<file path="src/rtl/mdx_pkg.sv">
// Shared definitions for the split multi-drop express channel.
package mdx_pkg;
    // Reconfiguration controller state
    typedef enum logic {
        MDX_RUN   = 1'b0,
        MDX_DRAIN = 1'b1
    } mdx_state_e;
endpackage

</file>
<file path="src/rtl/mdx_cfg_ctrl.sv">
// mdx_cfg_ctrl: holds the active settings, tracks the flits in flight per
// segment and runs the drain-then-commit handshake.
// Assumes the acceptance and delivery strobes of each segment come from
// mdx_segment. A request seen while a drain is pending is ignored.
module mdx_cfg_ctrl
    import mdx_pkg::*;
#(
    parameter int PW = 3,
    parameter int CW = 2
) (
    input  logic          clk,
    input  logic          rst_n,
    input  logic          cfg_req,
    input  logic          req_split,
    input  logic [PW-1:0] req_point,
    input  logic [PW-1:0] req_src_lo,
    input  logic [PW-1:0] req_src_hi,
    input  logic          acc_a,
    input  logic          dlv_a,
    input  logic          acc_b,
    input  logic          dlv_b,
    output logic          run,
    output logic          drained,
    output logic          cfg_done,
    output logic          act_split,
    output logic [PW-1:0] act_point,
    output logic [PW-1:0] act_src_lo,
    output logic [PW-1:0] act_src_hi
);
    mdx_state_e    state;
    logic [CW-1:0] cnt_a, cnt_b;
    logic          pend_split;
    logic [PW-1:0] pend_point, pend_src_lo, pend_src_hi;

    // In-flight counters: up on acceptance, down on delivery
    always_ff @(posedge clk) begin
        if (!rst_n) begin
            cnt_a <= '0;
            cnt_b <= '0;
        end else begin
            cnt_a <= cnt_a + CW'(acc_a) - CW'(dlv_a);
            cnt_b <= cnt_b + CW'(acc_b) - CW'(dlv_b);
        end
    end

    // Handshake: capture request, wait for empty, commit, pulse done
    always_ff @(posedge clk) begin
        if (!rst_n) begin
            state       <= MDX_RUN;
            cfg_done    <= 1'b0;
            pend_split  <= 1'b0;
            pend_point  <= '0;
            pend_src_lo <= '0;
            pend_src_hi <= '0;
            act_split   <= 1'b0;
            act_point   <= '0;
            act_src_lo  <= '0;
            act_src_hi  <= '0;
        end else begin
            cfg_done <= 1'b0;
            case (state)
                MDX_RUN: begin
                    if (cfg_req) begin
                        pend_split  <= req_split;
                        pend_point  <= req_point;
                        pend_src_lo <= req_src_lo;
                        pend_src_hi <= req_src_hi;
                        state       <= MDX_DRAIN;
                    end
                end
                default: begin
                    if (cnt_a == '0 && cnt_b == '0) begin
                        act_split  <= pend_split;
                        act_point  <= pend_point;
                        act_src_lo <= pend_src_lo;
                        act_src_hi <= pend_src_hi;
                        cfg_done   <= 1'b1;
                        state      <= MDX_RUN;
                    end
                end
            endcase
        end
    end

    // Status decode
    always_comb begin
        run     = (state == MDX_RUN);
        drained = (cnt_a == '0) && (cnt_b == '0);
    end
endmodule

</file>
<file path="src/rtl/mdx_segment.sv">
// mdx_segment: one segment of the channel. It picks the flit offered at the
// configured source, checks the destination against the segment bounds and
// registers either a delivery or an error pulse.
// Assumes N <= 2**PW. UPPER selects the segment above the split point.
module mdx_segment #(
    parameter int N     = 8,
    parameter int PW    = 3,
    parameter int DW    = 32,
    parameter bit UPPER = 1'b0
) (
    input  logic          clk,
    input  logic          rst_n,
    input  logic          run,
    input  logic          split,
    input  logic [PW-1:0] point,
    input  logic [PW-1:0] src,
    input  logic [N-1:0]  inj_valid,
    input  logic [N*PW-1:0] inj_dest,
    input  logic [N*DW-1:0] inj_data,
    output logic          accept,
    output logic          q_vld,
    output logic [PW-1:0] q_dest,
    output logic [DW-1:0] q_data,
    output logic          err_vld,
    output logic [PW-1:0] err_pos
);
    localparam logic [PW:0] LAST = (PW+1)'(N - 1);

    logic [PW:0]   lo, hi;
    logic          present, src_in, dest_ok, fire;
    logic [PW-1:0] sel_dest;
    logic [DW-1:0] sel_data;

    // Segment bounds from the split settings
    generate
        if (UPPER) begin : g_upper
            always_comb begin
                lo      = {1'b0, point} + 1'b1;
                hi      = LAST;
                present = split && ({1'b0, point} < LAST);
            end
        end else begin : g_lower
            always_comb begin
                lo      = '0;
                hi      = split ? {1'b0, point} : LAST;
                present = 1'b1;
            end
        end
    endgenerate

    // Source selection and destination check
    always_comb begin
        src_in   = present && ({1'b0, src} >= lo) && ({1'b0, src} <= hi);
        sel_dest = inj_dest[src*PW +: PW];
        sel_data = inj_data[src*DW +: DW];
        fire     = run && src_in && inj_valid[src];
        dest_ok  = ({1'b0, sel_dest} >= lo) && ({1'b0, sel_dest} <= hi)
                   && (sel_dest != src);
        accept   = fire && dest_ok;
    end

    // One-cycle traversal stage and error pulse
    always_ff @(posedge clk) begin
        if (!rst_n) begin
            q_vld   <= 1'b0;
            q_dest  <= '0;
            q_data  <= '0;
            err_vld <= 1'b0;
            err_pos <= '0;
        end else begin
            q_vld   <= accept;
            err_vld <= fire && !dest_ok;
            err_pos <= src;
            if (accept) begin
                q_dest <= sel_dest;
                q_data <= sel_data;
            end
        end
    end
endmodule

</file>
<file path="src/rtl/mdx_drop_fanout.sv">
// mdx_drop_fanout: fans the two segment output stages out to the
// per-position delivery and error ports. The segments never overlap, so at
// most one of them addresses a given position.
module mdx_drop_fanout #(
    parameter int N  = 8,
    parameter int PW = 3,
    parameter int DW = 32
) (
    input  logic          a_vld,
    input  logic [PW-1:0] a_dest,
    input  logic [DW-1:0] a_data,
    input  logic          a_err,
    input  logic [PW-1:0] a_err_pos,
    input  logic          b_vld,
    input  logic [PW-1:0] b_dest,
    input  logic [DW-1:0] b_data,
    input  logic          b_err,
    input  logic [PW-1:0] b_err_pos,
    output logic [N-1:0]  dlv_valid,
    output logic [N*DW-1:0] dlv_data,
    output logic [N-1:0]  inj_err
);
    generate
        for (genvar i = 0; i < N; i++) begin : g_pos
            localparam logic [PW-1:0] POS = PW'(i);
            logic hit_a, hit_b;
            // Decode of both segment stages for this position
            always_comb begin
                hit_a        = a_vld && (a_dest == POS);
                hit_b        = b_vld && (b_dest == POS);
                dlv_valid[i] = hit_a || hit_b;
                dlv_data[i*DW +: DW] = hit_a ? a_data : (hit_b ? b_data : '0);
                inj_err[i]   = (a_err && (a_err_pos == POS))
                               || (b_err && (b_err_pos == POS));
            end
        end
    endgenerate
endmodule

</file>
<file path="src/rtl/mdx_channel.sv">
// mdx_channel: top of the split multi-drop express channel. It contains the
// lower and upper segments, the reconfiguration controller and the output
// fan-out. Assumes N_POS is at least 2.
module mdx_channel #(
    parameter int N_POS  = 8,
    parameter int DATA_W = 32
) (
    input  logic                  clk,
    input  logic                  rst_n,
    input  logic [N_POS-1:0]      inj_valid,
    input  logic [N_POS*3-1:0]    inj_dest,
    input  logic [N_POS*DATA_W-1:0] inj_data,
    input  logic                  cfg_req,
    input  logic                  cfg_split,
    input  logic [2:0]            cfg_point,
    input  logic [2:0]            cfg_src_lo,
    input  logic [2:0]            cfg_src_hi,
    output logic                  cfg_done,
    output logic                  drained,
    output logic [N_POS-1:0]      dlv_valid,
    output logic [N_POS*DATA_W-1:0] dlv_data,
    output logic [N_POS-1:0]      inj_err
);
    localparam int PW = 3;
    localparam int CW = 2;

    logic          run;
    logic          acc_a, acc_b;
    logic          seg_a_vld, seg_b_vld, err_a, err_b;
    logic [PW-1:0] dest_a, dest_b, epos_a, epos_b;
    logic [DATA_W-1:0] data_a, data_b;
    logic          act_split;
    logic [PW-1:0] act_point, act_src_lo, act_src_hi;

    mdx_cfg_ctrl #(.PW(PW), .CW(CW)) u_ctrl (
        .clk(clk), .rst_n(rst_n), .cfg_req(cfg_req),
        .req_split(cfg_split), .req_point(cfg_point),
        .req_src_lo(cfg_src_lo), .req_src_hi(cfg_src_hi),
        .acc_a(acc_a), .dlv_a(seg_a_vld), .acc_b(acc_b), .dlv_b(seg_b_vld),
        .run(run), .drained(drained), .cfg_done(cfg_done),
        .act_split(act_split), .act_point(act_point),
        .act_src_lo(act_src_lo), .act_src_hi(act_src_hi)
    );

    mdx_segment #(.N(N_POS), .PW(PW), .DW(DATA_W), .UPPER(1'b0)) u_seg_a (
        .clk(clk), .rst_n(rst_n), .run(run), .split(act_split),
        .point(act_point), .src(act_src_lo), .inj_valid(inj_valid),
        .inj_dest(inj_dest), .inj_data(inj_data), .accept(acc_a),
        .q_vld(seg_a_vld), .q_dest(dest_a), .q_data(data_a),
        .err_vld(err_a), .err_pos(epos_a)
    );

    mdx_segment #(.N(N_POS), .PW(PW), .DW(DATA_W), .UPPER(1'b1)) u_seg_b (
        .clk(clk), .rst_n(rst_n), .run(run), .split(act_split),
        .point(act_point), .src(act_src_hi), .inj_valid(inj_valid),
        .inj_dest(inj_dest), .inj_data(inj_data), .accept(acc_b),
        .q_vld(seg_b_vld), .q_dest(dest_b), .q_data(data_b),
        .err_vld(err_b), .err_pos(epos_b)
    );

    mdx_drop_fanout #(.N(N_POS), .PW(PW), .DW(DATA_W)) u_fan (
        .a_vld(seg_a_vld), .a_dest(dest_a), .a_data(data_a),
        .a_err(err_a), .a_err_pos(epos_a),
        .b_vld(seg_b_vld), .b_dest(dest_b), .b_data(data_b),
        .b_err(err_b), .b_err_pos(epos_b),
        .dlv_valid(dlv_valid), .dlv_data(dlv_data), .inj_err(inj_err)
    );
endmodule

</file>
<file path="config.mk">
export PLATFORM = sky130hd
export DESIGN_NAME = mdx_channel
export DESIGN_NICKNAME = d
export VERILOG_FILES = /design/src/rtl/mdx_pkg.sv /design/src/rtl/mdx_cfg_ctrl.sv /design/src/rtl/mdx_segment.sv /design/src/rtl/mdx_drop_fanout.sv /design/src/rtl/mdx_channel.sv
export SDC_FILE = /design/constraint.sdc
export NUM_CORES = 1
export LEC_CHECK = 0
export ABC_CLOCK_PERIOD_IN_PS = 9100
export BUFFER_PORTS_ARGS = -buffer_cell sky130_fd_sc_hd__buf_4
export CORE_AREA = 8 8 220 222
export DETAILED_ROUTE_END_ITERATION = 10
export DIE_AREA = 0 0 228 230
export GPL_TIMING_DRIVEN = 0
export PLACE_DENSITY = 0.52
export SYNTH_ARGS = -nofsm -noshare
export SYNTH_HDL_FRONTEND = slang
export SYNTH_HIERARCHICAL = 1
export SYNTH_SLANG_ARGS = --single-unit
</file>
<file path="constraint.sdc">
create_clock -name clk -period 9.1 [get_ports clk]
set_clock_uncertainty 0.05 [all_clocks]
set_input_delay 1.365 -clock clk [delete_from_list [all_inputs] [get_ports clk]]
set_output_delay 1.365 -clock clk [all_outputs]
set_load 0.02 [all_outputs]
</file>
; Yosys cells after proc, flatten, opt, wreduce, memory -nomap -nowiden
; Cells that the tools add are included.
[totals]
mem_bits_ro = 0
out_inout_bits = 274
n_memories = 0
ff_bits = 106
latchBits = 0
ram_bits = 0
input_bits = 301
wordCells = 176
[op_classes]
bitwise_logic = 1
n_reduce_logical = 76
order_cmp = 11
n_mux = 25
addsub = 5
div_mod_pow = 0
shifts = 4
n_eq_ne = 30
n_mul = 2
[op_table]
columns = op, count
row1 = two-way mux 32 bit, 16
row2 = indexed part select 256 x 9 -> 32 bit, 2
row3 = logical AND 1 bit, 49
row4 = "== test 3 bit, second input constant", 16
row5 = indexed part select 24 x 6 -> 3 bit, 2
row6 = "== test 3 x 2 -> 1 bit, second input constant", 8
row7 = logical OR 1 bit, 16
row8 = "== test 3 x 1 -> 1 bit, second input constant", 4
row9 = zero test 3 bit, 4
row10 = "multiplier 3 x 2 -> 5 bit, second input constant", 2
row11 = greater-or-equal comparator 3 x 4 -> 1 bit, 2
row12 = less-or-equal comparator 3 x 4 -> 1 bit, 2
row13 = "less-than comparator 3 x 4 -> 1 bit, second input constant", 2
row14 = binary-select mux 1 bit (select 3 bit), 2
row15 = "greater-or-equal comparator 3 x 1 -> 1 bit, second input constant", 2
row16 = "less-or-equal comparator 3 bit, second input constant", 2
row17 = two-way mux 1 bit, 6
row18 = inequality test 3 bit, 2
row19 = AND reduction 2 bit, 3
row20 = adder 2 x 1 -> 2 bit, 2
row21 = "adder 3 x 1 -> 4 bit, second input constant", 1
row22 = zero test 2 bit, 2
row23 = subtractor 2 x 1 -> 2 bit, 2
row24 = "less-than comparator 3 bit, second input constant", 1
row25 = other kinds (3), 4

; Logic depth before layout (Yosys ltp)
[logic_depth]
word_depth = 9
depth_mapped = 18
mapped_depth_nobuf = 13

; Cells and area by module
; The synthesis kept the hierarchy.
[by_module_without_submodules]
columns = mod, n_inst, seq_area_each_um2, cells_per_inst, area_per_inst_um2
row1 = mdx_segment (u_seg_a), 1, 800.8, 312, 4026.4
row2 = mdx_segment (u_seg_b), 1, 800.8, 343, 3806.2
row3 = mdx_drop_fanout, 1, 0.0, 426, 3210.6
row4 = mdx_cfg_ctrl, 1, 520.5, 94, 965.9

; Least setup slack after synthesis
; Ideal clock, no wire load.
[synth_timing]
path_type = input -> register
from = input port inj_dest[18]
to = register u_ctrl.cnt_b[1]
path_slack_ns = 4.819
path_buffers = 3
stages = 16
arrival_time_ns = 4.116
setup_time_ns = 0.115
t_required_ns = 8.935
cell_sequence = mux4_2 > nand2_1 > a21boi_0 > ha_1 > nand2b_1 > a21oi_1 > nor2_1 > o311a_1 > buf_6 > and2_4 > buf_12 > buf_12 > ha_1 > xnor2_1 > xnor2_1 > and2_1
[synth_via]
elab_chain_cells = 7
word_cells_on_any_way = 9
cone_classes = add/sub (2) / order compare (2) / eq/ne (1) / shift (1) / reduce/logical (3)
[synth_rtl]
columns = item, line
row1 = start: declaration, mdx_channel.sv:11  ; input logic [N_POS*3-1:0] inj_dest,
row2 = indexed part select 24 x 6 -> 3 bit (*), mdx_segment.sv:54  ; sel_dest = inj_dest[src*PW +: PW];
row3 = greater-or-equal comparator 3 x 4 -> 1 bit or less-or-equal comparator 3 bit (tied branches), mdx_segment.sv:57  ; dest_ok = ({1'b0, sel_dest} >= lo) && ({1'b0, sel_dest} <= hi)
row4 = logical AND 1 bit, mdx_segment.sv:57
row5 = logical AND 1 bit (*), mdx_segment.sv:58  ; && (sel_dest != src);
row6 = logical AND 1 bit (*), mdx_segment.sv:59  ; accept = fire && dest_ok;
row7 = net acc_b, mdx_channel.sv:28  ; logic acc_a, acc_b;
row8 = adder 2 x 1 -> 2 bit (*), mdx_cfg_ctrl.sv:42  ; cnt_b <= cnt_b + CW'(acc_b) - CW'(dlv_b);
row9 = subtractor 2 x 1 -> 2 bit (*), mdx_cfg_ctrl.sv:42
row10 = end signal: assignment, mdx_cfg_ctrl.sv:42
row11 = end: declaration, mdx_cfg_ctrl.sv:31  ; logic [CW-1:0] cnt_a, cnt_b;
; Mark *: on every way through the listed nets, which the timed path passes. The rest lies on a longest branch.
; A chain may end at the register's enable or synchronous reset.

; Worst setup path in the final report
[layout_timing]
from = register u_ctrl.act_src_hi[1]
to = register u_ctrl.cnt_b[1]
[layout_via]
elab_chain_cells = 8
word_cells_on_any_way = 18
cone_classes = add/sub (2) / mul (1) / order compare (4) / eq/ne (1) / shift (1) / mux (2) / reduce/logical (7)
[layout_rtl]
columns = item, line
row1 = start: declaration, mdx_cfg_ctrl.sv:28  ; output logic [PW-1:0] act_src_hi
row2 = start signal: assignment, mdx_cfg_ctrl.sv:76  ; act_src_hi <= pend_src_hi;
row3 = multiplier 3 x 2 -> 5 bit (*), mdx_segment.sv:54
row4 = indexed part select 24 x 6 -> 3 bit (*), mdx_segment.sv:54
row5 = net u_seg_b.sel_dest[1], mdx_segment.sv:31  ; logic [PW-1:0] sel_dest;
row6 = greater-or-equal comparator 3 x 4 -> 1 bit or less-or-equal comparator 3 bit (tied branches), mdx_segment.sv:57
row7 = logical AND 1 bit, mdx_segment.sv:57
row8 = logical AND 1 bit (*), mdx_segment.sv:58
row9 = logical AND 1 bit (*), mdx_segment.sv:59
row10 = net acc_b, mdx_channel.sv:28
row11 = adder 2 x 1 -> 2 bit (*), mdx_cfg_ctrl.sv:42
row12 = subtractor 2 x 1 -> 2 bit (*), mdx_cfg_ctrl.sv:42
; Mark *: on every way through the listed nets, which the timed path passes. The rest lies on a longest branch. The select of a mux whose other input is x is not followed.

==> impl_metrics.py <==
metrics = {
    "synth": {
        "syn_area_mm2": 0.0120,
        "synth_flop_cell": "dfxtp_1",
        "synth_common_cells": "247 x a22o_1, 138 x mux4_2, 129 x nand2_1, 106 x dfxtp_1, 75 x buf_1",
        "yosysMostFrequentCell": "a22o_1",
        "ys_seq_elements": 106,
        "synth_top_cells_by_area": "mux4_2 26%, a22o_1 18%, dfxtp_1 18%, nand2_1 4.0%, o32ai_2 3.3%",
        "synth_cell_types": 63,
        "synth_top_area_cell": "mux4_2",
        "async_reset_ff_share_pct": 0,
        "avgSynthCellArea_um2": 10.2,
        "synth-edff-count": 0,
        "synth_top_area_share_pct": 25.9,
        "synth_cells": 1175,
        "syn-num-nets": 1491,
        "synth-seq-area-share_pct": 17.7,
        "ys_warn_count": 6,
    },
    "global_route": {
        "use_met1_pct": 32.8,
        "grt_start_max_net_pins": 18,
        "grt_pass1_wl_mm": 101,
        "track_usage_pct": 25.3,
        "gr-usage-met2_pct": 43.3,
        "grt_pass1_vias": 13700,
        "grt_use_met3_pct": 5.53,
        "antenna_found_initial": 0,
        "busiest_layer": "met2",
        "gr-total-overflow": 0,
    },
    "cts": {
        "post-cts-setup-buffer-count": 0,
        "cts_resized": 0,
        "insertion_delay_ns": 0.35,
        "clk_pin_slew_ns": 0.08,
        "ctsRootBufferMaster": "clkbuf_16",
        "cts_max_path_buffers": 2,
        "htreeDepth": 3,
        "cts_inserted_buffers": 9,
        "numClockSinks": 106,
        "holdBufCountCts": 0,
        "cts_tree": "yes",
    },
    "timing": {
        "period_minus_slack_ns": 4.95,
        "hold_viol_final": 0,
        "rsz0062_at_grt": "false",
        "max_freq_mhz": 202,
        "timing.final.ws_setup_ns": 4.15,
        "drv_slew": 0,
        "fin_setup_tns_ns": 0,
        "tightestPinTransition_ns": 0.965,
        "slew_headroom_pct": 35.7,
        "finalSetupViolCount": 0,
        "min_period_over_period_pct": 54.4,
    },
    "power_and_ir_drop": {
        "p_leak_nw": 7.54,
        "power_density_mw_per_mm2": 92.7,
        "worst_ir_drop_vdd_mv": 0.0888,
        "total_power_mw": 1.61,
    },
    "place": {
        "pre_cts_ws_ns": 4.13,
        "gp_congestion": 0.884,
        "io_buffers": 574,
        "place_hpwl_mm": 59.5,
        "placement.cell_area_mm2": 0.0171,
    },
    "critical_path": {
        "worst_setup_path_start_kind": "flop",
        "cp-end-kind": "flop",
        "rrSetupSlack_ns": 4.15,
        "arrival_ns": 5.16,
        "path_max_fanout": 10,
        "crit_type": "reg2reg",
        "cp.required_ns": 9.31,
    },
    "final_layout": {
        "drive_above_1_share_pct": 50.4,
        "largestRegisters": "u_seg_a/q_data x32, u_seg_b/q_data x32",
        "areaGrowthSynthToFinish_pct": 44.6,
        "fill_cells": 4625,
        "regArea_mm2": 0.00212,
        "nNetsFinal": 2076,
        "multi_input_area_mm2": 0.00879,
        "stdcell_area_mm2": 0.0174,
    },
    "detailed_routing": {
        "drc": 0,
        "first_pass_iters": 5,
        "viasPerCell": 5.63,
        "wl_per_cell_um": 29.7,
        "totalWireLength_mm": 70.2,
        "ant_nets": 0,
        "drtIter0Drc": 939,
        "num_vias": 13300,
    },
    "job": {
        "cap_violations": 0,
    },
    "min_path": {
        "min_path_type": "reg2reg",
    },
    "outcome": {
        "status": "completed",
    },
    "floorplanning": {
        "dieHeight_um": 230,
        "coreArea_mm2": 0.0449,
        "start_util_pct": 26.8,
        "dieArea_mm2": 0.0524,
        "io-pin-count": 575,
        "rows": 78,
        "dieWidth_um": 228,
    },
}
==> cell usage in the layout, fill, tap and decap left out, types with 5 or more instances in the layout <==
master,n
nand2_1,129
nor2b_1,6
buf_1,75
mux2i_1,38
o211a_1,33
buf_2,55
and2_1,11
nand2b_1,23
mux4_2,138
ha_1,15
clkbuf_16,9
a22o_1,247
o22ai_1,14
a21boi_0,12
clkbuf_1,42
buf_4,594
o32ai_2,24
nor2_1,12
dfxtp_1,106
mux2_2,14
a22o_2,19
xnor2_1,5
buf_6,10
o32ai_1,9
inv_1,13
nand3_1,7
nand4_1,37
==> metal layers <==
layer	part of all wire, %	wire, µm
met1	42	29700
met2	48	33800
met3	7.9	5570
met4	1.6	1090
met5	0	0
==> kinds of logic (layout without fill, tap and decap cells) <==
family	after synthesis	in the layout	share of synthesized area, %
XOR/XNOR	6	6	0.438
other	0	1	0
AO/OA/AOI/OAI	382	382	29.3
adder cells (fa/ha/maj)	15	15	1.56
multiplexers	193	193	30.7
flip-flops	106	106	17.7
AND/OR/NAND/NOR	255	255	11.1
buffers and inverters	218	808	9.10
==> critical path, stage by stage (launching register included) <==
cell and delay (ns):
dfxtp_1 0.41, buf_2 0.21, buf_2 0.33, buf_1 0.68, buf_1 0.70, o211ai_1 0.35
ha_1 0.37, a21oi_1 0.15, nor2_1 0.06, o311a_1 0.31, buf_6 0.15, and2_4 0.16
buf_12 0.14, buf_12 0.14, ha_1 0.20, xnor2_1 0.13, xnor2_1 0.13, and2_1 0.15
==> path summary, 6_finish.rpt <==
check / start / cells past startpoint / end
worst max register to register: u_ctrl/act_src_hi[1]$_SDFFE_PN0P_ / 17 / u_ctrl/cnt_b[1]$_SDFF_PN0_
worst min-delay path: u_ctrl/pend_src_hi[1]$_SDFFE_PN0P_ / 2 / u_ctrl/pend_src_hi[1]$_SDFFE_PN0P_
worst max-delay path: u_ctrl/act_src_hi[1]$_SDFFE_PN0P_ / 17 / u_ctrl/cnt_b[1]$_SDFF_PN0_
worst min register to register: u_ctrl/pend_src_hi[1]$_SDFFE_PN0P_ / 2 / u_ctrl/pend_src_hi[1]$_SDFFE_PN0P_
==> where the power goes <==
part           leakage [nW]  switching (mW)  total [mW]  internal [mW]
registers             0.861          0.0395       0.538          0.499
logic                  6.54           0.361       0.672          0.311
clock network         0.136           0.185       0.400          0.215
total                  7.54           0.586        1.61           1.02
==> metrics by stage <==
stage          hold slack, ns  std cells  utilization [%]
2_1_floorplan           0.394       1175                -
6_report                0.417       2366             38.7
5_1_grt                 0.440       2365             38.7
3_5_place_dp            0.411       2349             38.0
3_3_place_gp            0.401       2349             38.0
4_1_cts                 0.421       2365             38.7
==> layout make-up <==
class,instances,area share [%]
clock buffers,11,1.34
repair buffers,574,24.8
well taps,600,4.32
flip-flops and latches,106,12.2
diodes,1,0.0144
plain buffers,204,5.99
clock inverters,5,0.360
inverters,14,0.303
multi-input cells,851,50.6
No activity file was read; power rests on OpenSTA's default activity.
